==> config.mk <==
export PLATFORM = sky130hd
export DESIGN_NAME = bus_sideband_ext
export DESIGN_NICKNAME = d
export VERILOG_FILES = /design/src/rtl/sbext_pkg.sv /design/src/rtl/sb_control.sv /design/src/rtl/sb_datapath.sv /design/src/rtl/bus_sideband_ext.sv
export SDC_FILE = /design/constraint.sdc
export NUM_CORES = 1
export LEC_CHECK = 0
export CORE_UTILIZATION = 24
export CTS_CLUSTER_DIAMETER = 200
export DETAILED_ROUTE_END_ITERATION = 8
export PLACE_DENSITY = 0.87
export SLEW_MARGIN = 20
export SYNTH_ARGS = -nofsm -noshare
export SYNTH_HDL_FRONTEND = slang
export SYNTH_SLANG_ARGS = --single-unit
==> constraint.sdc <==
create_clock -name clk -period 2.8 [get_ports clk]
set_clock_uncertainty 0.1 [all_clocks]
set_input_delay 0.56 -clock clk [delete_from_list [all_inputs] [get_ports clk]]
set_output_delay 0.56 -clock clk [all_outputs]
set_load 0.02 [all_outputs]
==> src/rtl/sbext_pkg.sv <==
package sbext_pkg;

  localparam logic [1:0] TRANS_IDLE = 2'b00;

  typedef enum logic {
    OWNER_CPU = 1'b0,
    OWNER_DMA = 1'b1
  } owner_e;

  typedef enum logic [1:0] {
    ACK_NONE = 2'd0,
    ACK_ONE  = 2'd1,
    ACK_TWO  = 2'd2
  } ackPhase_e;

  // strobes from control to datapath
  typedef struct packed {
    logic vecOverride;
    logic dmaOwns;
  } sbStrobe_t;

endpackage

==> src/rtl/sb_control.sv <==
module sb_control
  import sbext_pkg::*;
#(
  parameter int GAP_LIMIT = 8
) (
  input  logic       clk,
  input  logic       rstN,
  input  logic       perIrq,
  input  logic       cpuIntaN,
  input  logic       dmaReq,
  input  logic       dmaDone,
  input  logic       cpuHlda,
  input  logic [1:0] cpuHtrans,
  input  logic [1:0] dmaHtrans,
  output logic       cpuIntr,
  output logic       cpuHold,
  output sbStrobe_t  strb
);

  localparam int GAP_W = $clog2(GAP_LIMIT + 1);
  localparam logic [GAP_W-1:0] GAP_LAST = GAP_W'(GAP_LIMIT - 1);

  logic             intaPrev;
  logic             intaFall;
  logic             intaRise;
  ackPhase_e        phase;
  logic [GAP_W-1:0] gapCnt;
  owner_e           owner;
  logic             cpuIdle;
  logic             dmaIdle;

  assign intaFall = intaPrev & ~cpuIntaN;
  assign intaRise = ~intaPrev & cpuIntaN;
  assign cpuIdle  = (cpuHtrans == TRANS_IDLE);
  assign dmaIdle  = (dmaHtrans == TRANS_IDLE);

  // interrupt request path
  always_ff @(posedge clk or negedge rstN) begin
    if (!rstN) cpuIntr <= 1'b0;
    else       cpuIntr <= perIrq;
  end

  // acknowledge pulse sequencer
  always_ff @(posedge clk or negedge rstN) begin
    if (!rstN) begin
      intaPrev <= 1'b1;
      phase    <= ACK_NONE;
      gapCnt   <= '0;
    end else begin
      intaPrev <= cpuIntaN;
      unique case (phase)
        ACK_NONE: if (intaFall) phase <= ACK_ONE;
        ACK_ONE: begin
          if (intaFall)                            phase <= ACK_TWO;
          else if (cpuIntaN && gapCnt == GAP_LAST) phase <= ACK_NONE;
        end
        ACK_TWO:  if (intaRise) phase <= ACK_NONE;
        default:  phase <= ACK_NONE;
      endcase
      if (phase == ACK_ONE && cpuIntaN) gapCnt <= gapCnt + 1'b1;
      else                              gapCnt <= '0;
    end
  end

  assign strb.vecOverride = (phase == ACK_TWO) & ~cpuIntaN;

  // hold request
  always_ff @(posedge clk or negedge rstN) begin
    if (!rstN)        cpuHold <= 1'b0;
    else if (dmaDone) cpuHold <= 1'b0;
    else if (dmaReq)  cpuHold <= 1'b1;
  end

  // bus ownership, changes only at idle points
  always_ff @(posedge clk or negedge rstN) begin
    if (!rstN) owner <= OWNER_CPU;
    else begin
      unique case (owner)
        OWNER_CPU: if (cpuHlda && cpuIdle)  owner <= OWNER_DMA;
        OWNER_DMA: if (!cpuHlda && dmaIdle) owner <= OWNER_CPU;
        default:   owner <= OWNER_CPU;
      endcase
    end
  end

  assign strb.dmaOwns = (owner == OWNER_DMA);

  p_intr_follow_r1: assert property (@(posedge clk) disable iff (!rstN)
    $past(rstN) |-> cpuIntr == $past(perIrq));

  p_hold_keep_r8: assert property (@(posedge clk) disable iff (!rstN)
    (cpuHold && !dmaDone) |=> cpuHold);

  p_hold_clear_r8: assert property (@(posedge clk) disable iff (!rstN)
    dmaDone |=> !cpuHold);

  p_to_dma_idle_r9: assert property (@(posedge clk) disable iff (!rstN)
    $rose(strb.dmaOwns) |-> ($past(cpuHtrans) == TRANS_IDLE && $past(cpuHlda)));

  p_to_cpu_idle_r10: assert property (@(posedge clk) disable iff (!rstN)
    $fell(strb.dmaOwns) |-> ($past(dmaHtrans) == TRANS_IDLE && !$past(cpuHlda)));

  p_override_after_fall_r3: assert property (@(posedge clk) disable iff (!rstN)
    $rose(strb.vecOverride) |-> !$past(cpuIntaN));

endmodule

==> src/rtl/sb_datapath.sv <==
module sb_datapath
  import sbext_pkg::*;
#(
  parameter int ADDR_W   = 20,
  parameter int DATA_W   = 16,
  parameter int VEC_W    = 8,
  parameter int SLV_N    = 4,
  parameter int IRQ_SLOT = 2,
  parameter int DMA_SLOT = 3
) (
  input  logic              clk,
  input  logic              rstN,
  input  sbStrobe_t         strb,
  input  logic [SLV_N-1:0]  hselIn,
  output logic [SLV_N-1:0]  hselOut,
  input  logic [DATA_W-1:0] hrdata,
  input  logic [VEC_W-1:0]  perVector,
  output logic [DATA_W-1:0] cpuRdata,
  input  logic [ADDR_W-1:0] cpuHaddr,
  input  logic [1:0]        cpuHtrans,
  input  logic              cpuHwrite,
  input  logic [DATA_W-1:0] cpuHwdata,
  input  logic [ADDR_W-1:0] dmaHaddr,
  input  logic [1:0]        dmaHtrans,
  input  logic              dmaHwrite,
  input  logic [DATA_W-1:0] dmaHwdata,
  output logic [ADDR_W-1:0] mHaddr,
  output logic [1:0]        mHtrans,
  output logic              mHwrite,
  output logic [DATA_W-1:0] mHwdata,
  output logic              dmaSlvSel
);

  localparam int PAD_W = DATA_W - VEC_W;

  // decoder override, one select line per slot
  for (genvar g = 0; g < SLV_N; g++) begin : g_sel
    if (g == IRQ_SLOT) begin : g_irq
      assign hselOut[g] = strb.vecOverride | hselIn[g];
    end else begin : g_other
      assign hselOut[g] = ~strb.vecOverride & hselIn[g];
    end
  end

  // vector steering onto the low byte
  assign cpuRdata = strb.vecOverride ? {{PAD_W{1'b0}}, perVector} : hrdata;

  // master multiplexer
  always_comb begin
    if (strb.dmaOwns) begin
      mHaddr  = dmaHaddr;
      mHtrans = dmaHtrans;
      mHwrite = dmaHwrite;
      mHwdata = dmaHwdata;
    end else begin
      mHaddr  = cpuHaddr;
      mHtrans = cpuHtrans;
      mHwrite = cpuHwrite;
      mHwdata = cpuHwdata;
    end
  end

  assign dmaSlvSel = hselOut[DMA_SLOT] & ~strb.dmaOwns;

  p_sel_onehot_r4: assert property (@(posedge clk) disable iff (!rstN)
    $onehot0(hselIn) |-> $onehot0(hselOut));

  p_slave_quiet_r11: assert property (@(posedge clk) disable iff (!rstN)
    strb.dmaOwns |-> !dmaSlvSel);

endmodule

==> src/rtl/bus_sideband_ext.sv <==
module bus_sideband_ext
  import sbext_pkg::*;
#(
  parameter int ADDR_W    = 20,
  parameter int DATA_W    = 16,
  parameter int SLV_N     = 4,
  parameter int IRQ_SLOT  = 2,
  parameter int DMA_SLOT  = 3,
  parameter int GAP_LIMIT = 8
) (
  input  logic              clk,
  input  logic              rstN,
  input  logic              perIrq,
  output logic              cpuIntr,
  input  logic              cpuIntaN,
  output logic              perAck,
  input  logic [7:0]        perVector,
  input  logic [SLV_N-1:0]  hselIn,
  output logic [SLV_N-1:0]  hselOut,
  input  logic [DATA_W-1:0] hrdata,
  output logic [DATA_W-1:0] cpuRdata,
  input  logic [ADDR_W-1:0] cpuHaddr,
  input  logic [1:0]        cpuHtrans,
  input  logic              cpuHwrite,
  input  logic [DATA_W-1:0] cpuHwdata,
  input  logic [ADDR_W-1:0] dmaHaddr,
  input  logic [1:0]        dmaHtrans,
  input  logic              dmaHwrite,
  input  logic [DATA_W-1:0] dmaHwdata,
  output logic [ADDR_W-1:0] mHaddr,
  output logic [1:0]        mHtrans,
  output logic              mHwrite,
  output logic [DATA_W-1:0] mHwdata,
  input  logic              dmaReq,
  input  logic              dmaDone,
  output logic              cpuHold,
  input  logic              cpuHlda,
  output logic              dmaGrant,
  output logic              dmaSlvSel
);

  sbStrobe_t strb;

  assign perAck   = ~cpuIntaN;
  assign dmaGrant = strb.dmaOwns;

  sb_control #(.GAP_LIMIT(GAP_LIMIT)) i_ctrl (
    .clk      (clk),
    .rstN     (rstN),
    .perIrq   (perIrq),
    .cpuIntaN (cpuIntaN),
    .dmaReq   (dmaReq),
    .dmaDone  (dmaDone),
    .cpuHlda  (cpuHlda),
    .cpuHtrans(cpuHtrans),
    .dmaHtrans(dmaHtrans),
    .cpuIntr  (cpuIntr),
    .cpuHold  (cpuHold),
    .strb     (strb)
  );

  sb_datapath #(
    .ADDR_W  (ADDR_W),
    .DATA_W  (DATA_W),
    .VEC_W   (8),
    .SLV_N   (SLV_N),
    .IRQ_SLOT(IRQ_SLOT),
    .DMA_SLOT(DMA_SLOT)
  ) i_dp (
    .clk      (clk),
    .rstN     (rstN),
    .strb     (strb),
    .hselIn   (hselIn),
    .hselOut  (hselOut),
    .hrdata   (hrdata),
    .perVector(perVector),
    .cpuRdata (cpuRdata),
    .cpuHaddr (cpuHaddr),
    .cpuHtrans(cpuHtrans),
    .cpuHwrite(cpuHwrite),
    .cpuHwdata(cpuHwdata),
    .dmaHaddr (dmaHaddr),
    .dmaHtrans(dmaHtrans),
    .dmaHwrite(dmaHwrite),
    .dmaHwdata(dmaHwdata),
    .mHaddr   (mHaddr),
    .mHtrans  (mHtrans),
    .mHwrite  (mHwrite),
    .mHwdata  (mHwdata),
    .dmaSlvSel(dmaSlvSel)
  );

  p_ack_forward_r2: assert property (@(posedge clk) disable iff (!rstN)
    perAck != cpuIntaN);

endmodule

==> run metrics, run 1 <==
violation count after the first detailed-routing iteration=41; vias in the first global route=1599; largest net degree at the start of global routing=26; Finished Layout Cells=334; Startpoint Class=primary input; Post-CTS Hold Buffers=0; CTS tree=yes; post-synth cell types=28; DR vias/cell=4.51; Worst EP arrival=2.05 ns; DRC Markers=0; antenna violations before repair=0; synth warn=0; first-pass GRT wire length=7860 um; Commonest cells post-synth=mux2_2, nor2b_1, dfrtp_1; antenna cells=0; status=completed; clock transition at the registers of the reported paths=0.05 ns; maxcap violations=0; WL per Instance=14.6 um; TritonCTS Buffers=3; worst-path fanout max=10; FP Rows=24; maximum clock insertion buffer count=2; via count=1506; Mapped Cells=104; crit path time final=2.71 ns; internal power=0.754 mW; die width=69.6 um; CP Class=in2out; Post-Synthesis Cell Area=0.00110 mm2; Remaining Overflow, GRT=0; hpwl dp=4220 um; ranking of synthesized cells by area=mux2_2, dfrtp_1, nor2b_1; Mean Syn Cell Area=10.5 um2; setup slack, reg-to-reg=1.65 ns; top-count cell post-synth=mux2_2; Synth Register Bits=10; H-tree depth=1; Final setup violation count=0; RSZ-0062 raised after global routing=no; R2R cell count=3; post-CTS resize count=21; CP required=2.14 ns; Root Buffer=clkbuf_8; worst slew pin tran=0.450 ns; final hold viol count=0; HP Class=reg2reg; clock latency on the worst-skew pair=0.23 ns; Post-synth top flop=dfrtp_1; Gate power share=67.5%; maximum vdd ir drop=221 uV; All-Layer GR Usage=20.4%; max-slew violations=0; remaining antenna violation count after routing=0; post-CTS setup buffers=0; share of cells above drive strength 1=22.0%; Area Overhead vs Synth=171%; register area share after synthesis=22.9%; nets=397; clock power share=15.3%; post-synth top area share=48.3%; storage element area=253 um2; Rel. slew slack=69.9%; core region area=0.00438 mm2; pwr/cell area=392 mW/mm2; Post-synth EDFFs=0; I/O pins=177; Leak=1.20 nW; global placement routability congestion=0.774; Die Y=69.6 um; post-synth top area cell=mux2_2; Final Cycle Share=96.8%; Psw=0.411 mW; async set-or-reset flop fraction in the synthesized netlist=100%; fin util=67.9%; TritonCTS Sinks=10; DRT Pass-1 Iters=4; Sequential Power Share=17.3%; area occupied by multi-input gates=793 um2; Mapped Nets=218; hold path depth=1; Post-Place Cells=330; CP endpoint kind=primary output; layout filler cell count=351; Port Buffer Count=176; DRT Wirelength=4890 um; fmax=369 MHz; die area=0.00484 mm2; Switching Share=35.3%; Initial Util=25.0%
[final timing paths]
path                                  start                to
setup / recovery                   cpuIntaN       cpuRdata[2]
hold / removal             i_ctrl.gapCnt[0]  i_ctrl.gapCnt[0]
setup reg to reg           i_ctrl.gapCnt[0]   i_ctrl.phase[0]
hold reg to reg            i_ctrl.gapCnt[0]  i_ctrl.gapCnt[0]
max in group asynchronous              rstN   i_ctrl.intaPrev
min in group asynchronous              rstN   i_ctrl.phase[1]
[routing by layer]
| layer | track usage, % | share of wire [%] | wire length (um) |
|---|---|---|---|
| met3 | 8.28 | 11 | 554 |
| met2 | 40.0 | 53 | 2580 |
| met1 | 19.8 | 34 | 1670 |
| met5 | 0 | 0 | 0 |
| met4 | 3.63 | 1.6 | 79 |
[placed cells by master (no fill, tap or decap)]
cell and instances:
or2_2 1, nand2b_1 3, nor3b_1 1, nor2b_1 13, buf_4 4, inv_1 1
o22ai_1 1, dlygate4sd2_1 21, clkbuf_8 4, clkdlybuf4s50_1 155, nor3b_2 1, ha_1 1
dfstp_2 1, buf_12 2, dfrtp_2 1, o21ai_0 1, o31ai_1 1, a31o_2 1
mux2_2 47, dfrtp_1 8, nor4b_1 1, nand3b_1 1, mux2i_1 1, nand3_1 1
nor2_1 4, nand4b_1 2, and3_1 1, nand4bb_1 1, or2b_1 1, xnor2_1 1
[sequential cells by signal (all words and copies together) (netlist names)]
register	cells
i_ctrl.owner	1
i_ctrl.cpuHold	1
i_ctrl.phase	2
i_ctrl.cpuIntr	1
i_ctrl.gapCnt	4
i_ctrl.intaPrev	1
[cell type report]
| cell class | instances | area share [%] |
|---|---|---|
| clock buffer | 4 | 1.85 |
| tap | 52 | 2.19 |
| inverter | 1 | 0.126 |
| sequential | 10 | 8.49 |
| timing repair buffer | 182 | 60.7 |
| multi-input combinational | 85 | 26.7 |
[power by group through the flow]
stage | logic (mW) | clock network (mW) | registers, mW
2_1_floorplan | 0.385 | 0 | 0.196
4_1_cts | 0.795 | 0.186 | 0.201
5_1_grt | 0.834 | 0.192 | 0.206
3_5_place_dp | 0.820 | 0 | 0.202
3_3_place_gp | 0.812 | 0 | 0.199
6_report | 0.786 | 0.178 | 0.201
[per-stage QoR]
stage	total power [mW]	instance area (um2)	setup TNS [ns]	hold WS (ns)	setup slack, ns
floorplan	0.582	1100	0	0.164	0.660
global placement	1.01	2950	-1.32	0.350	-0.122
detailed placement	1.02	2950	-1.51	0.376	-0.130
CTS	1.18	2980	0	0.382	0.0753
global route	1.23	2980	0	0.419	0.0149
finish	1.17	2980	0	0.378	0.0889
[logic make-up after synthesis]
logic type               synth area share [%]
multiplexers                             49.2
AND/OR/NAND/NOR                          18.7
flip-flops                               22.9
buffers and inverters                    4.68
AO/OA/AOI/OAI                            2.51
XOR/XNOR                                0.799
adder cells (fa/ha/maj)                  1.14
[worst max-delay path, stage by stage]
cell and delay [ns]:
clkdlybuf4s50_1 0.43, nor3b_2 0.16, buf_4 0.22, mux2_2 0.35, dlygate4sd2_1 0.32
Note: power is estimated with default switching activity, not from simulation.
==> run 2, diff against run 1 <==
PLACE_DENSITY = default   (was 0.87)
PLACE_DENSITY_LB_ADDON = 0.3   (was default)
==> run metrics, run 2 (synthesis results as in run 1) <==
violation count after the first detailed-routing iteration=29; Leak=1.19 nW; Initial Util=25.0%; vias in the first global route=1593; setup TNS=0 ns; core region area=0.00438 mm2; FF-to-FF Start=i_ctrl.gapCnt[0]; worst slew pin tran=0.435 ns; buffers and inverters on the worst path=3; maximum vdd ir drop=241 uV; RSZ-0062 raised after global routing=no; TritonCTS Buffers=3; Finished Layout Cells=333; area occupied by multi-input gates=793 um2; maxcap violations=0; setup slack, reg-to-reg=1.64 ns; share of cells above drive strength 1=21.0%; Hold Startpoint=i_ctrl.gapCnt[0]; Root Buffer=clkbuf_8; DRT Pass-1 Iters=3; pwr/cell area=385 mW/mm2; critical path's top delay family=buffers and inverters; Post-Place Cells=329; die width=69.6 um; slowest CP cell=clkdlybuf4s50_1; Remaining Overflow, GRT=0; hpwl dp=4710 um; Final Cell Area=0.00296 mm2; worst hold path endpoint=i_ctrl.gapCnt[0]; DR vias/cell=4.58; largest net degree at the start of global routing=43; FP Rows=24; first-pass GRT wire length=8050 um; WL per Instance=16.3 um; Final Cycle Share=97.7%; Largest stage delay, worst path=0.45 ns; post-CTS setup buffers=0; die area=0.00484 mm2; CP Class=in2out; fmax=366 MHz; CTS tree=yes; status=completed; All-Layer GR Usage=21.8%; Critical Path, Cell by Cell=clkdlybuf4s50_1 -> nor3b_2 -> buf_4 -> mux2_2 -> dlygate4sd2_1; Worst EP arrival=2.08 ns; H-tree depth=1; nets=396; remaining antenna violation count after routing=0; Rel. slew slack=70.9%; DRT Wirelength=5440 um; I/O pins=177; crit path time final=2.74 ns; max-slew violations=0; TritonCTS Sinks=10; DRC Markers=0; Largest regs=i_ctrl.gapCnt: 4 flops, i_ctrl.phase: 2 flops; Power Total=1.14 mW; most common cell after layout, fill and taps aside=clkdlybuf4s50_1; final hold viol count=0; R2R Path End=i_ctrl.phase[0]; Startpoint Class=primary input; global placement routability congestion=0.785; antenna cells=0; antenna violations before repair=0; Cell Area, Placed=0.00294 mm2; CP required=2.14 ns; Die Y=69.6 um; post-CTS resize count=21; hold path depth=1; R2R cell count=3; CP endpoint kind=primary output; storage element area=251 um2; worst-path fanout max=10; Area Overhead vs Synth=170%; via count=1526; Final setup violation count=0; clock transition at the registers of the reported paths=0.05 ns; maximum clock insertion buffer count=2; Post-CTS Hold Buffers=0; layout filler cell count=356; fin util=67.4%; clock latency on the worst-skew pair=0.24 ns; HP Class=reg2reg; Port Buffer Count=176; Top reg by flops=i_ctrl.gapCnt; number of flip-flops in the largest register=4; commonest non-fill, non-tap cells in the layout=clkdlybuf4s50_1, mux2_2, dlygate4sd2_1
[run 2: area by class of cell]
cell class	count	area share [%]
inverters	1	0.127
multi-input cells	85	26.8
flip-flops and latches	10	8.51
repair buffers	181	60.8
clock buffers	4	1.52
well taps	52	2.20
[run 2: metrics by stage]
step                hold WS [ns]  setup WS, ns
floorplan                  0.164         0.660
global placement           0.351        -0.144
detailed placement         0.363        -0.159
CTS                        0.370        0.0553
global route               0.381      0.000775
finish                     0.364        0.0649
[run 2: worst register-to-register path, stage by stage, from the launching register on]
cell and delay (ns):
dfrtp_1 0.37, ha_1 0.20, nand4b_1 0.12, a31o_2 0.25
[run 2: how the worst max path moves through the flow]
stage	end	slack [ns]	cells past startpoint	from
after floorplan	cpuRdata[0]	0.66	4	cpuIntaN
after global placement	cpuRdata[2]	-0.14	5	cpuIntaN
after detailed placement	cpuRdata[2]	-0.16	5	cpuIntaN
after CTS	cpuRdata[2]	0.06	5	cpuIntaN
after global routing	cpuRdata[2]	0.0008	5	cpuIntaN
final	cpuRdata[2]	0.06	5	cpuIntaN
[run 2: layer usage]
layer  global-route usage [%]  wire [um]
met5                        0          0
met2                     42.5       3000
met3                     6.83        468
met1                     22.0       1890
met4                     5.44         81
[run 2: where the power goes]
part           switching (mW)  leakage, nW  internal, mW  total (mW)
registers              0.0290        0.128         0.168       0.197
clock network          0.0529       0.0228        0.0993       0.152
logic                   0.331         1.04         0.460       0.791
==> run 3, diff against run 2 <==
ABC_AREA = 0   (was default)
==> results of run 3 <==
No change in the layout: final DEF, timing and power equal those of run 2.
